### src/rtl/fwu_pkg.sv
// Shared types and constants for the firmware upgrade receiver.
// Assumes header fields are HDR_BYTES bytes long and sent MSB first.
package fwu_pkg;
    localparam int HDR_BYTES = 4;
    localparam int HDR_W     = 8 * HDR_BYTES;

    localparam logic [7:0] CODE_READY = 8'h01;
    localparam logic [7:0] CODE_DATA  = 8'h02;
    localparam logic [7:0] CODE_LEN   = 8'h03;
    localparam logic [7:0] CODE_OFS   = 8'h04;

    typedef enum logic [2:0] {
        ST_IDLE,
        ST_ACKW,
        ST_RXW,
        ST_WRW,
        ST_DONE
    } fwu_state_e;

    typedef enum logic [1:0] {
        PH_LEN,
        PH_OFS,
        PH_DATA
    } fwu_phase_e;
endpackage

### src/rtl/fwu_field_shift.sv
// Header field collector: shifts bytes in from the right, so the first
// byte received ends up most significant. Assumes BYTES >= 2.
module fwu_field_shift #(
    parameter int BYTES = 4
) (
    input  logic               clk,
    input  logic               rst_n,
    input  logic               clr,
    input  logic               shift,
    input  logic [7:0]         din,
    output logic [8*BYTES-1:0] value
);
    localparam int W = 8 * BYTES;

    // Clear at session start, otherwise append one byte per shift.
    always_ff @(posedge clk) begin
        if (!rst_n || clr) begin
            value <= '0;
        end else if (shift) begin
            value <= {value[W-9:0], din};
        end
    end
endmodule

### src/rtl/fwu_ack_tx.sv
// One-entry transmit holder. A loaded code is offered on tx_req until the
// serializer accepts it (tx_busy low). Assumes load never coincides with
// a pending code; the controller guarantees that by its state sequence.
module fwu_ack_tx (
    input  logic       clk,
    input  logic       rst_n,
    input  logic       load,
    input  logic [7:0] code,
    input  logic       tx_busy,
    output logic       tx_req,
    output logic [7:0] tx_byte,
    output logic       sent
);
    logic       pending;
    logic [7:0] code_q;

    assign tx_req  = pending;
    assign tx_byte = code_q;
    assign sent    = pending && !tx_busy;

    // Hold the code until the serializer takes it.
    always_ff @(posedge clk) begin
        if (!rst_n) begin
            pending <= 1'b0;
            code_q  <= 8'h00;
        end else if (load) begin
            pending <= 1'b1;
            code_q  <= code;
        end else if (sent) begin
            pending <= 1'b0;
        end
    end

    AST_TX_HOLD: assert property (@(posedge clk) disable iff (!rst_n)
        (tx_req && tx_busy) |=> (tx_req && $stable(tx_byte)));
endmodule

### src/rtl/fwu_flash_wr.sv
// Flash write port: latches address and data on launch and holds the
// request until flash_done. Assumes flash_done is only asserted while a
// request is outstanding; wr_fin marks the completing cycle.
module fwu_flash_wr #(
    parameter int ADDR_W = 32
) (
    input  logic              clk,
    input  logic              rst_n,
    input  logic              launch,
    input  logic [ADDR_W-1:0] addr_in,
    input  logic [7:0]        data_in,
    input  logic              flash_done,
    output logic              flash_req,
    output logic [ADDR_W-1:0] flash_addr,
    output logic [7:0]        flash_data,
    output logic              wr_fin
);
    assign wr_fin = flash_req && flash_done;

    // Request register with captured address and data.
    always_ff @(posedge clk) begin
        if (!rst_n) begin
            flash_req  <= 1'b0;
            flash_addr <= '0;
            flash_data <= 8'h00;
        end else if (launch) begin
            flash_req  <= 1'b1;
            flash_addr <= addr_in;
            flash_data <= data_in;
        end else if (wr_fin) begin
            flash_req  <= 1'b0;
        end
    end

    AST_REQ_HOLD: assert property (@(posedge clk) disable iff (!rst_n)
        (flash_req && !flash_done) |=>
        (flash_req && $stable(flash_addr) && $stable(flash_data)));
endmodule

### src/rtl/fw_upgrade_rx.sv
// Firmware upgrade receiver controller. Sequences ready code, length and
// offset headers, then image bytes, each written to flash before its
// acknowledgement. Assumes the host waits for each acknowledgement and
// that ADDR_W is no wider than the header field.
module fw_upgrade_rx
    import fwu_pkg::*;
#(
    parameter int ADDR_W = 32
) (
    input  logic              clk,
    input  logic              rst_n,
    input  logic              start,
    input  logic              rx_valid,
    input  logic [7:0]        rx_byte,
    output logic              tx_req,
    output logic [7:0]        tx_byte,
    input  logic              tx_busy,
    output logic              flash_req,
    output logic [ADDR_W-1:0] flash_addr,
    output logic [7:0]        flash_data,
    input  logic              flash_done,
    output logic              busy,
    output logic              done,
    output logic              overrun
);
    localparam int CNT_W = $clog2(HDR_BYTES);
    localparam logic [CNT_W-1:0] CNT_LAST = CNT_W'(HDR_BYTES - 1);

    fwu_state_e       state;
    fwu_phase_e       phase;
    logic [CNT_W-1:0] hdr_cnt;
    logic [HDR_W-1:0] idx;
    logic [HDR_W-1:0] img_len;
    logic [HDR_W-1:0] img_ofs;
    logic [HDR_W-1:0] addr_sum;
    logic             begin_sess;
    logic             accept;
    logic             ack_load;
    logic [7:0]       ack_code;
    logic             ack_sent;
    logic             wr_fin;
    logic             ovr_q;

    assign begin_sess = (state == ST_IDLE) && start;
    assign accept     = (state == ST_RXW) && rx_valid;
    assign addr_sum   = img_ofs + idx;
    assign busy       = (state != ST_IDLE) && (state != ST_DONE);
    assign done       = (state == ST_DONE);
    assign overrun    = ovr_q;

    // Pick the acknowledgement code for the event of this cycle.
    always_comb begin
        ack_load = 1'b0;
        ack_code = CODE_READY;
        if (begin_sess) begin
            ack_load = 1'b1;
        end else if (accept && phase == PH_LEN) begin
            ack_load = 1'b1;
            ack_code = CODE_LEN;
        end else if (accept && phase == PH_OFS) begin
            ack_load = 1'b1;
            ack_code = CODE_OFS;
        end else if (wr_fin) begin
            ack_load = 1'b1;
            ack_code = CODE_DATA;
        end
    end

    fwu_field_shift #(.BYTES(HDR_BYTES)) u_len (
        .clk   (clk),
        .rst_n (rst_n),
        .clr   (begin_sess),
        .shift (accept && phase == PH_LEN),
        .din   (rx_byte),
        .value (img_len)
    );

    fwu_field_shift #(.BYTES(HDR_BYTES)) u_ofs (
        .clk   (clk),
        .rst_n (rst_n),
        .clr   (begin_sess),
        .shift (accept && phase == PH_OFS),
        .din   (rx_byte),
        .value (img_ofs)
    );

    fwu_ack_tx u_ack (
        .clk     (clk),
        .rst_n   (rst_n),
        .load    (ack_load),
        .code    (ack_code),
        .tx_busy (tx_busy),
        .tx_req  (tx_req),
        .tx_byte (tx_byte),
        .sent    (ack_sent)
    );

    fwu_flash_wr #(.ADDR_W(ADDR_W)) u_wr (
        .clk        (clk),
        .rst_n      (rst_n),
        .launch     (accept && phase == PH_DATA),
        .addr_in    (addr_sum[ADDR_W-1:0]),
        .data_in    (rx_byte),
        .flash_done (flash_done),
        .flash_req  (flash_req),
        .flash_addr (flash_addr),
        .flash_data (flash_data),
        .wr_fin     (wr_fin)
    );

    // Session sequencer: phase, header byte count and image index.
    always_ff @(posedge clk) begin
        if (!rst_n) begin
            state   <= ST_IDLE;
            phase   <= PH_LEN;
            hdr_cnt <= '0;
            idx     <= '0;
        end else begin
            case (state)
                ST_IDLE: begin
                    if (start) begin
                        state   <= ST_ACKW;
                        phase   <= PH_LEN;
                        hdr_cnt <= '0;
                        idx     <= '0;
                    end
                end
                ST_ACKW: begin
                    if (ack_sent) begin
                        if (phase == PH_DATA && idx == img_len) begin
                            state <= ST_DONE;
                        end else begin
                            state <= ST_RXW;
                        end
                    end
                end
                ST_RXW: begin
                    if (rx_valid) begin
                        if (phase == PH_DATA) begin
                            state <= ST_WRW;
                        end else begin
                            state   <= ST_ACKW;
                            hdr_cnt <= (hdr_cnt == CNT_LAST) ? '0 : hdr_cnt + 1'b1;
                            if (hdr_cnt == CNT_LAST) begin
                                phase <= (phase == PH_LEN) ? PH_OFS : PH_DATA;
                            end
                        end
                    end
                end
                ST_WRW: begin
                    if (wr_fin) begin
                        idx   <= idx + HDR_W'(1);
                        state <= ST_ACKW;
                    end
                end
                ST_DONE: begin
                    if (start) begin
                        state <= ST_IDLE;
                    end
                end
                default: state <= ST_IDLE;
            endcase
        end
    end

    // Sticky overrun: byte seen while a write or acknowledgement is open.
    always_ff @(posedge clk) begin
        if (!rst_n || begin_sess) begin
            ovr_q <= 1'b0;
        end else if (rx_valid && (state == ST_ACKW || state == ST_WRW)) begin
            ovr_q <= 1'b1;
        end
    end

    AST_NO_ACK_DURING_WRITE: assert property (@(posedge clk) disable iff (!rst_n)
        !(flash_req && tx_req));
    AST_DONE_QUIET: assert property (@(posedge clk) disable iff (!rst_n)
        done |-> (!flash_req && !tx_req && !busy));
    AST_IDX_BOUND: assert property (@(posedge clk) disable iff (!rst_n)
        (busy && phase == PH_DATA) |-> (idx <= img_len));
    AST_OVR_STICKY: assert property (@(posedge clk) disable iff (!rst_n)
        (overrun && !start) |=> overrun);
endmodule

### config.mk
export PLATFORM = sky130hd
export DESIGN_NAME = fw_upgrade_rx
export DESIGN_NICKNAME = d
export VERILOG_FILES = /design/src/rtl/fwu_pkg.sv /design/src/rtl/fwu_field_shift.sv /design/src/rtl/fwu_ack_tx.sv /design/src/rtl/fwu_flash_wr.sv /design/src/rtl/fw_upgrade_rx.sv
export SDC_FILE = /design/constraint.sdc
export NUM_CORES = 1
export LEC_CHECK = 0
export BUFFER_PORTS_ARGS = -buffer_cell sky130_fd_sc_hd__buf_2
export CORE_ASPECT_RATIO = 0.8
export CORE_MARGIN = 2
export CORE_UTILIZATION = 55
export CTS_CLUSTER_SIZE = 40
export DETAILED_ROUTE_END_ITERATION = 7
export PLACE_DENSITY_LB_ADDON = 0.05
export SLEW_MARGIN = 20
export SYNTH_ARGS = -nofsm -noshare
export SYNTH_HDL_FRONTEND = slang
export SYNTH_SLANG_ARGS = --single-unit
### constraint.sdc
create_clock -name clk -period 3.6 [get_ports clk]
set_clock_uncertainty 0.2 [all_clocks]
set_input_delay 0.54 -clock clk [delete_from_list [all_inputs] [get_ports clk]]
set_output_delay 0.54 -clock clk [all_outputs]
set_load 0.03 [all_outputs]
* Word-level counts from Yosys, hierarchy flattened
Index checks and enable logic that the tools add are counted.
Operators by class: $add $sub $neg 3, equal/unequal tests 16, mux-type cells 33, reductions and logical operators 25
Operators with widths (count):
- 2-to-1 mux 32 bit | 2
- one-hot mux 32 bit (2 select lines) | 1
- adder 32 x 1 -> 32 bit (second input constant) | 1
- adder 32 bit | 1
- == test 32 bit | 1
- 2-to-1 mux 3 bit | 9
- 2-to-1 mux 2 bit | 10
- one-hot mux 3 bit (5 select lines) | 1
- logical AND 1 bit | 10
- inequality test 2 bit (second input constant) | 5
- AND reduction 5 bit | 2
- 2-to-1 mux 1 bit | 8
- one-hot mux 2 bit (2 select lines) | 2
- nonzero test 2 bit | 4
- == test 3 x 2 -> 1 bit (second input constant) | 2
- == test 2 bit (second input constant) | 2
- inequality test 2 x 1 -> 1 bit (second input constant) | 2
- AND reduction 4 bit | 1
- == test 3 x 1 -> 1 bit (second input constant) | 1
- == test 3 bit (second input constant) | 1
- logical NOT 3 bit | 1
- inequality test 3 bit (second input constant) | 1
- AND reduction 3 bit | 1
- nonzero test 3 bit | 1
- other kinds (5) | 7
Storage, ports and cells: bits in registers 154, input port bits 14

* Depth between registers and ports, before layout
Gate-level depths: netlist of run 1.
word-level depth 7, gate-level depth with buffers 9, gate-level depth less buffers 9

* Modules after synthesis
Synthesis of run 1 repeated with hierarchy kept, for this count alone.
Unflattened totals: cell total of the unflattened synthesis 883, area total of the unflattened synthesis 8331.7 um^2
Modules (own cells, without submodules):
- fw_upgrade_rx | times used 1, cells each 513, area an instance 4047.6 um^2, seq. area each 800.8 um^2
- fwu_field_shift | times used 2, cells each 104, area an instance 1173.6 um^2, seq. area each 640.6 um^2
- fwu_flash_wr | times used 1, cells each 133, area an instance 1597.8 um^2, seq. area each 820.8 um^2
- fwu_ack_tx | times used 1, cells each 29, area an instance 339.1 um^2, seq. area each 180.2 um^2

* Worst setup path before layout of run 1
No wires, ideal clock.
path kind reg-to-reg, start register idx[0], end register u_wr.flash_addr[16], data arrival time 2.577 ns, path slack 0.696 ns, stages on the path, launching flop included 10, cell sequence dfxtp_1 -> ha_1 -> fa_1 -> a211o_2 -> o211ai_1 -> a21oi_1 -> a41o_1 -> a21oi_1 -> nor4_1 -> or3_1
On the way: word-level cells in the longest chain between the ends 1
Ends and longest elaborated chain:
- from (decl) | RTL line fw_upgrade_rx.sv:32 | logic [HDR_W-1:0] idx;
- from (signal assigned) | RTL line fw_upgrade_rx.sv:152 | idx <= idx + HDR_W'(1);
- adder 32 bit | RTL line fw_upgrade_rx.sv:46 | assign addr_sum = img_ofs + idx;
- to (signal assigned) | RTL line fwu_flash_wr.sv:28 | flash_addr <= addr_in;
- to (decl) | RTL line fwu_flash_wr.sv:14 | output logic [ADDR_W-1:0] flash_addr,
Every way passes these cells. A chain may end at the register's enable or synchronous reset.

* Worst setup path after layout of run 1
Same ends and word-level chain as after synthesis.

==> impl_metrics.ini, run 1 <==
[detailed_routing]
drtIter0Drc = 641
firstDrtPassIters = 5
wl_per_cell_um = 17.0
antenna_left = 0
routed_via_density = 5.69
vias = 6993
wl_um = 20800
remaining_drc_errors = 0

[layout]
num_antenna_cells = 0
multi_input_area_sq_um = 4580
final_common_cell = nand2_1
seq_area_sq_um = 2980
syn2layout_area_growth_pct = 12.7
final_cell_mix = nand2_1, dfxtp_1, a21oi_1
drive_gt1_frac = 0.119
fillerInstances = 1278
nets = 1081

[floorplanning]
coreArea_sq_um = 14200
die_height_um = 111
num_rows = 39
initial_core_util = 0.558
fp.dieW_um = 138
die-area_sq_um = 15300
num_io_pins = 67

[synth]
synth_area_sq_um = 7890
synthArstFlopShare = 0
synth_ff_type = dfxtp_1
yosys_warnings = 0
ys_ff_latch = 149
synth-seq-area-share = 0.378
synth_cells = 996
synth_edf_count = 0
avgSynthCellArea_sq_um = 7.92
ys_types = 79

[setup_path]
reg2reg_depth = 9
timing.critical_path.mode_cell = a21oi_1
max_stage_delay_ns = 0.45
slowest_stage = fa_1
critical_path_class = reg2reg
cp.arrival_ns = 3.32
cp_cell_sequence = ha_1, fa_1, a211o_2, o211ai_1, a21oi_1, a41o_1, a21oi_1, nor4_1, or3_1
crit_required_ns = 3.71
worstPathMaxFanout = 6
setup.worst_path.start_class = flop
end_kind = flop

[timing]
report.final.slew_viol_count = 0
relSlewSlack = 0.537
rsz0062_at_grt = no
period_needed_ns = 3.22
post-route-period-util = 0.894
fmax_ghz = 0.311
setup_tns_ns = 0
hold_viol = 0
worstMarginPinSlew_ns = 0.694
finalSetupViolations = 0

[min_path]
min_path_cells = 3
hold_path.class = in2reg

[power_and_ir_drop]
ir_drop_mv = 0.414
power_density_nw_per_um2 = 429
totalPowerFinal_mw = 3.81
p_sw_mw = 0.869
seqPwrFrac = 0.440
power.share.combinational = 0.050
p_int_mw = 2.94
sw_frac_of_total = 0.228
clkPwrFrac = 0.509
leakage_nw = 3.45

[clocking]
cts_hold_buf = 0
cts_made_buffers = 17
insertion_delay_ns = 0.43
root_buffer = clkbuf_16
clkSinkCount = 149
clkSlewWorstSetupHoldPaths_ns = 0.06
htree_levels = 4
post_cts_buffers = 0
cts_resized = 0
cts.path.max_buffers = 2
cts_tree = yes

[grt]
grt_max_degree = 55
grt_pass1_vias = 6324
groute.usage.overall = 0.280
overflow = 0
antenna_found_initial = 0
grt_pass1_wl_um = 33600

[flow_run]
maxCapViolations = 0

[placed_design]
gp_congestion = 0.943
dp_hpwl_um = 15400
portBuffers = 61

[run_status]
status = complete, no violations
## routing by layer
layer / track usage / share of wire / vias to the layer above
met1: 0.433 / 0.51 / 3241
met5: 0 / 0 / -
met4: 0.0599 / 0.0088 / 0
met2: 0.393 / 0.41 / 217
li1: - / - / 3520
met3: 0.0658 / 0.070 / 15
## final cells by class
type                    instances  share of cell area
repair buffers                 72              0.0450
well taps                     184              0.0259
clock inverters                12              0.0228
multi-input cells             776               0.515
clock buffers                  19              0.0487
flip-flops and latches        149               0.336
inverters                      17             0.00718
## cell families (layout without fill, tap and decap cells)
logic type               count (synthesis)  count (layout)  share of synthesized area
AO/OA/AOI/OAI                          221             221                      0.171
adder cells (fa/ha/maj)                 34              34                     0.0549
buffers and inverters                   75             120                     0.0463
AND/OR/NAND/NOR                        433             433                      0.256
flip-flops                             149             149                      0.378
XOR/XNOR                                77              77                     0.0855
other                                    1               5                   0.000475
multiplexers                             6               6                    0.00761
## path summary, 6_finish.rpt
path                             from                   to  slack, ns
hold / removal             rx_byte[2]       u_len.value[2]       0.23
hold reg to reg   u_wr.flash_addr[24]  u_wr.flash_addr[24]       0.24
setup / recovery               idx[0]  u_wr.flash_addr[16]       0.38
setup reg to reg               idx[0]  u_wr.flash_addr[16]       0.38
## metrics by stage
step	hold WS, ns	setup WS, ns	instance area, sq um	utilization	std cells
global placement	0.233	0.496	8250	0.583	1198
floorplan	0.240	0.696	7910	-	1000
finish	0.227	0.382	8890	0.628	1229
detailed placement	0.238	0.416	8250	0.583	1198
CTS	0.204	0.393	8890	0.628	1229
global route	0.213	0.229	8890	0.628	1229
## flip-flops by register name (all words and copies together) (netlist names)
signal / flops
hdr_cnt: 2
state: 3
u_wr.flash_req: 1
u_ack.tx_byte: 3
u_ofs.value: 32
u_wr.flash_data: 8
idx: 32
u_ack.tx_req: 1
u_len.value: 32
phase: 2
overrun: 1
u_wr.flash_addr: 32
## worst max-delay path: cells and delay by family, from the launching register on
family	cells	cell delay, ns
AOI/OAI and AO/OA	5	1.39
adders and majority gates	2	0.71
and+or+nand+nor	2	0.44
DFF	1	0.38
## synthesized netlist by cell type, types with 2 or more instances
library cell / count / area, sq um
nand3b_1: 2 / 15.0
ha_1: 33 / 413
and4_1: 2 / 17.5
o21ai_0: 27 / 135
nor3_1: 18 / 90.1
a31oi_1: 7 / 43.8
a211oi_1: 4 / 30.0
xnor2_1: 56 / 490
buf_2: 10 / 50.1
clkbuf_1: 31 / 116
o211a_1: 2 / 20.0
buf_6: 3 / 33.8
o21ai_2: 2 / 17.5
xor2_1: 21 / 184
a2bb2oi_1: 2 / 17.5
o21a_1: 2 / 15.0
o311ai_0: 3 / 26.3
or3_1: 9 / 56.3
nand2b_1: 7 / 43.8
o211ai_1: 7 / 52.6
nand4_1: 25 / 156
or3b_1: 2 / 17.5
nor4_1: 5 / 31.3
mux2i_1: 6 / 60.1
and3_1: 16 / 100
inv_1: 16 / 60.1
o21bai_1: 3 / 22.5
buf_4: 9 / 67.6
o31ai_1: 2 / 15.0
a21o_1: 14 / 105
buf_1: 2 / 7.51
nor4b_1: 3 / 26.3
a32o_1: 2 / 20.0
o21ai_1: 2 / 10.0
and2_1: 5 / 31.3
nor2_1: 76 / 285
nor2b_1: 8 / 50.1
a21oi_1: 123 / 616
nand2_1: 216 / 811
dfxtp_1: 149 / 2980
a221oi_1: 2 / 17.5
nand3_1: 25 / 125
## power groups by stage
stage / sequential, mW / combinational (mW) / clock [mW]
after global routing: 1.68 / 0.209 / 2.03
final: 1.68 / 0.192 / 1.94
after detailed placement: 1.71 / 0.191 / 0
after floorplan: 1.71 / 0.136 / 0
after CTS: 1.68 / 0.191 / 1.96
after global placement: 1.71 / 0.191 / 0
Power figures use the tool's default switching activity.
==> run 2: changes to the inputs <==
- CORE_UTILIZATION: 55 -> 40
==> impl_metrics.ini, run 2 (synthesis results as in run 1) <==
[layout]
nets = 1084
syn2layout_area_growth_pct = 13.1
final_cell_mix = nand2_1, dfxtp_1, a21oi_1
final_common_cell = nand2_1
num_antenna_cells = 0
drive_gt1_frac = 0.120
fillerInstances = 1974

[timing]
post-route-period-util = 0.890
fmax_ghz = 0.312
report.final.slew_viol_count = 0
relSlewSlack = 0.572
hold_viol = 0
finalSetupViolations = 0
rsz0062_at_grt = no
period_needed_ns = 3.20
worstMarginPinSlew_ns = 0.633
setup_tns_ns = 0

[floorplanning]
initial_core_util = 0.412
num_io_pins = 67
num_rows = 45
die-area_sq_um = 20900
fp.dieW_um = 161
die_height_um = 130
coreArea_sq_um = 19100

[detailed_routing]
wl_um = 22600
vias = 6951
remaining_drc_errors = 0
firstDrtPassIters = 5
routed_via_density = 5.32
wl_per_cell_um = 17.3
drtIter0Drc = 557
antenna_left = 0

[setup_path]
cp.buffers_inverters = 0
slowest_stage = fa_1
end_kind = flop
timing.critical_path.mode_cell = a21oi_1
path_delay_family = compound AO/OA/AOI/OAI gates
max_stage_delay_ns = 0.44
crit_required_ns = 3.72
r2r_slack_ns = 0.40
reg2reg_depth = 9
critical_path_class = reg2reg
worstPathMaxFanout = 6
cp.arrival_ns = 3.32
cp_cell_sequence = ha_1, fa_1, a211o_2, o211ai_1, a21oi_1, a41o_1, a21oi_1, nor4_1, or3_1
setup.worst_path.start_class = flop
r2r-start = idx[0]
r2r_end = u_wr.flash_addr[16]

[power_and_ir_drop]
power_density_nw_per_um2 = 405
ir_drop_mv = 0.269
clkPwrFrac = 0.481
leakage_nw = 3.42
totalPowerFinal_mw = 3.62
p_sw_mw = 0.913
p_int_mw = 2.70
sw_frac_of_total = 0.252
power.share.combinational = 0.057
seqPwrFrac = 0.462

[placed_design]
portBuffers = 61
gp_congestion = 0.864
dp_hpwl_um = 16900

[run_status]
status = complete, no violations

[clocking]
insertion_delay_ns = 0.44
clkSinkCount = 149
cts_made_buffers = 17
cts.path.max_buffers = 2
cts_resized = 0
cts_tree = yes
root_buffer = clkbuf_16
post_cts_buffers = 0
htree_levels = 4
clkSlewWorstSetupHoldPaths_ns = 0.06
cts_hold_buf = 0

[min_path]
hold_path.class = in2reg
min_path_cells = 3
hold_path_end = u_len.value[2]
hp-start = rx_byte[2]

[grt]
grt_pass1_wl_um = 35900
antenna_found_initial = 0
grt_pass1_vias = 6240
grt_max_degree = 43
overflow = 0
groute.usage.overall = 0.223

[flow_run]
maxCapViolations = 0
run 2: cell types whose count changed in the layout (fill, tap and decap cells not counted), sizes merged:
cell	previous run	this run
buf	72	75
bufinv	5	1
clkbuf	19	21
clkinvlp	1	2
inv	18	19
run 2: metal layers:
metal | wire (um) | vias up | part of all wire | track usage
met1 | 12300 | 3254 | 0.54 | 0.344
li1 | - | 3517 | - | -
met3 | 1080 | 23 | 0.048 | 0.0490
met2 | 9010 | 157 | 0.40 | 0.309
met5 | 0 | - | 0 | 0
met4 | 263 | 0 | 0.012 | 0.0546
run 2: power by group through the flow:
stage          sequential, mW  combinational, mW  clock [mW]
3_5_place_dp             1.71              0.208           0
5_1_grt                  1.67              0.225        1.84
2_1_floorplan            1.71              0.136           0
4_1_cts                  1.67              0.208        1.77
3_3_place_gp             1.71              0.208           0
6_report                 1.67              0.207        1.74
run 2: worst max-delay path by stage:
stage	startpoint	end	slack (ns)	depth (start not counted)
global route	idx[0]	u_wr.flash_addr[16]	0.23	9
floorplan	idx[0]	u_wr.flash_addr[16]	0.70	9
global placement	idx[0]	u_wr.flash_addr[16]	0.46	9
detailed placement	idx[0]	u_wr.flash_addr[16]	0.42	9
CTS	idx[0]	u_wr.flash_addr[16]	0.41	9
finish	idx[0]	u_wr.flash_addr[16]	0.40	9
run 2: area by class of cell:
type / instances / area (sq um) / share of cell area
flip-flops and latches: 149 / 2980 / 0.334
clock buffers: 21 / 460 / 0.0516
repair buffers: 75 / 423 / 0.0474
well taps: 258 / 323 / 0.0362
inverters: 17 / 63.8 / 0.00715
multi-input cells: 776 / 4570 / 0.512
clock inverters: 10 / 98.8 / 0.0111
run 2: worst min-delay path: cells and delay by family:
kind            cells  cell delay [ns]
buf+inv             1             0.14
simple gates        1             0.06
compound gates      1             0.05
run 2: metrics by stage:
| step | setup slack, ns | hold WS, ns | std cells | cell area (sq um) | utilization |
|---|---|---|---|---|---|
| CTS | 0.408 | 0.203 | 1306 | 8920 | 0.466 |
| floorplan | 0.696 | 0.240 | 1000 | 7910 | - |
| finish | 0.396 | 0.206 | 1306 | 8920 | 0.466 |
| global placement | 0.465 | 0.231 | 1275 | 8370 | 0.437 |
| global route | 0.229 | 0.202 | 1306 | 8920 | 0.466 |
| detailed placement | 0.417 | 0.236 | 1275 | 8370 | 0.437 |
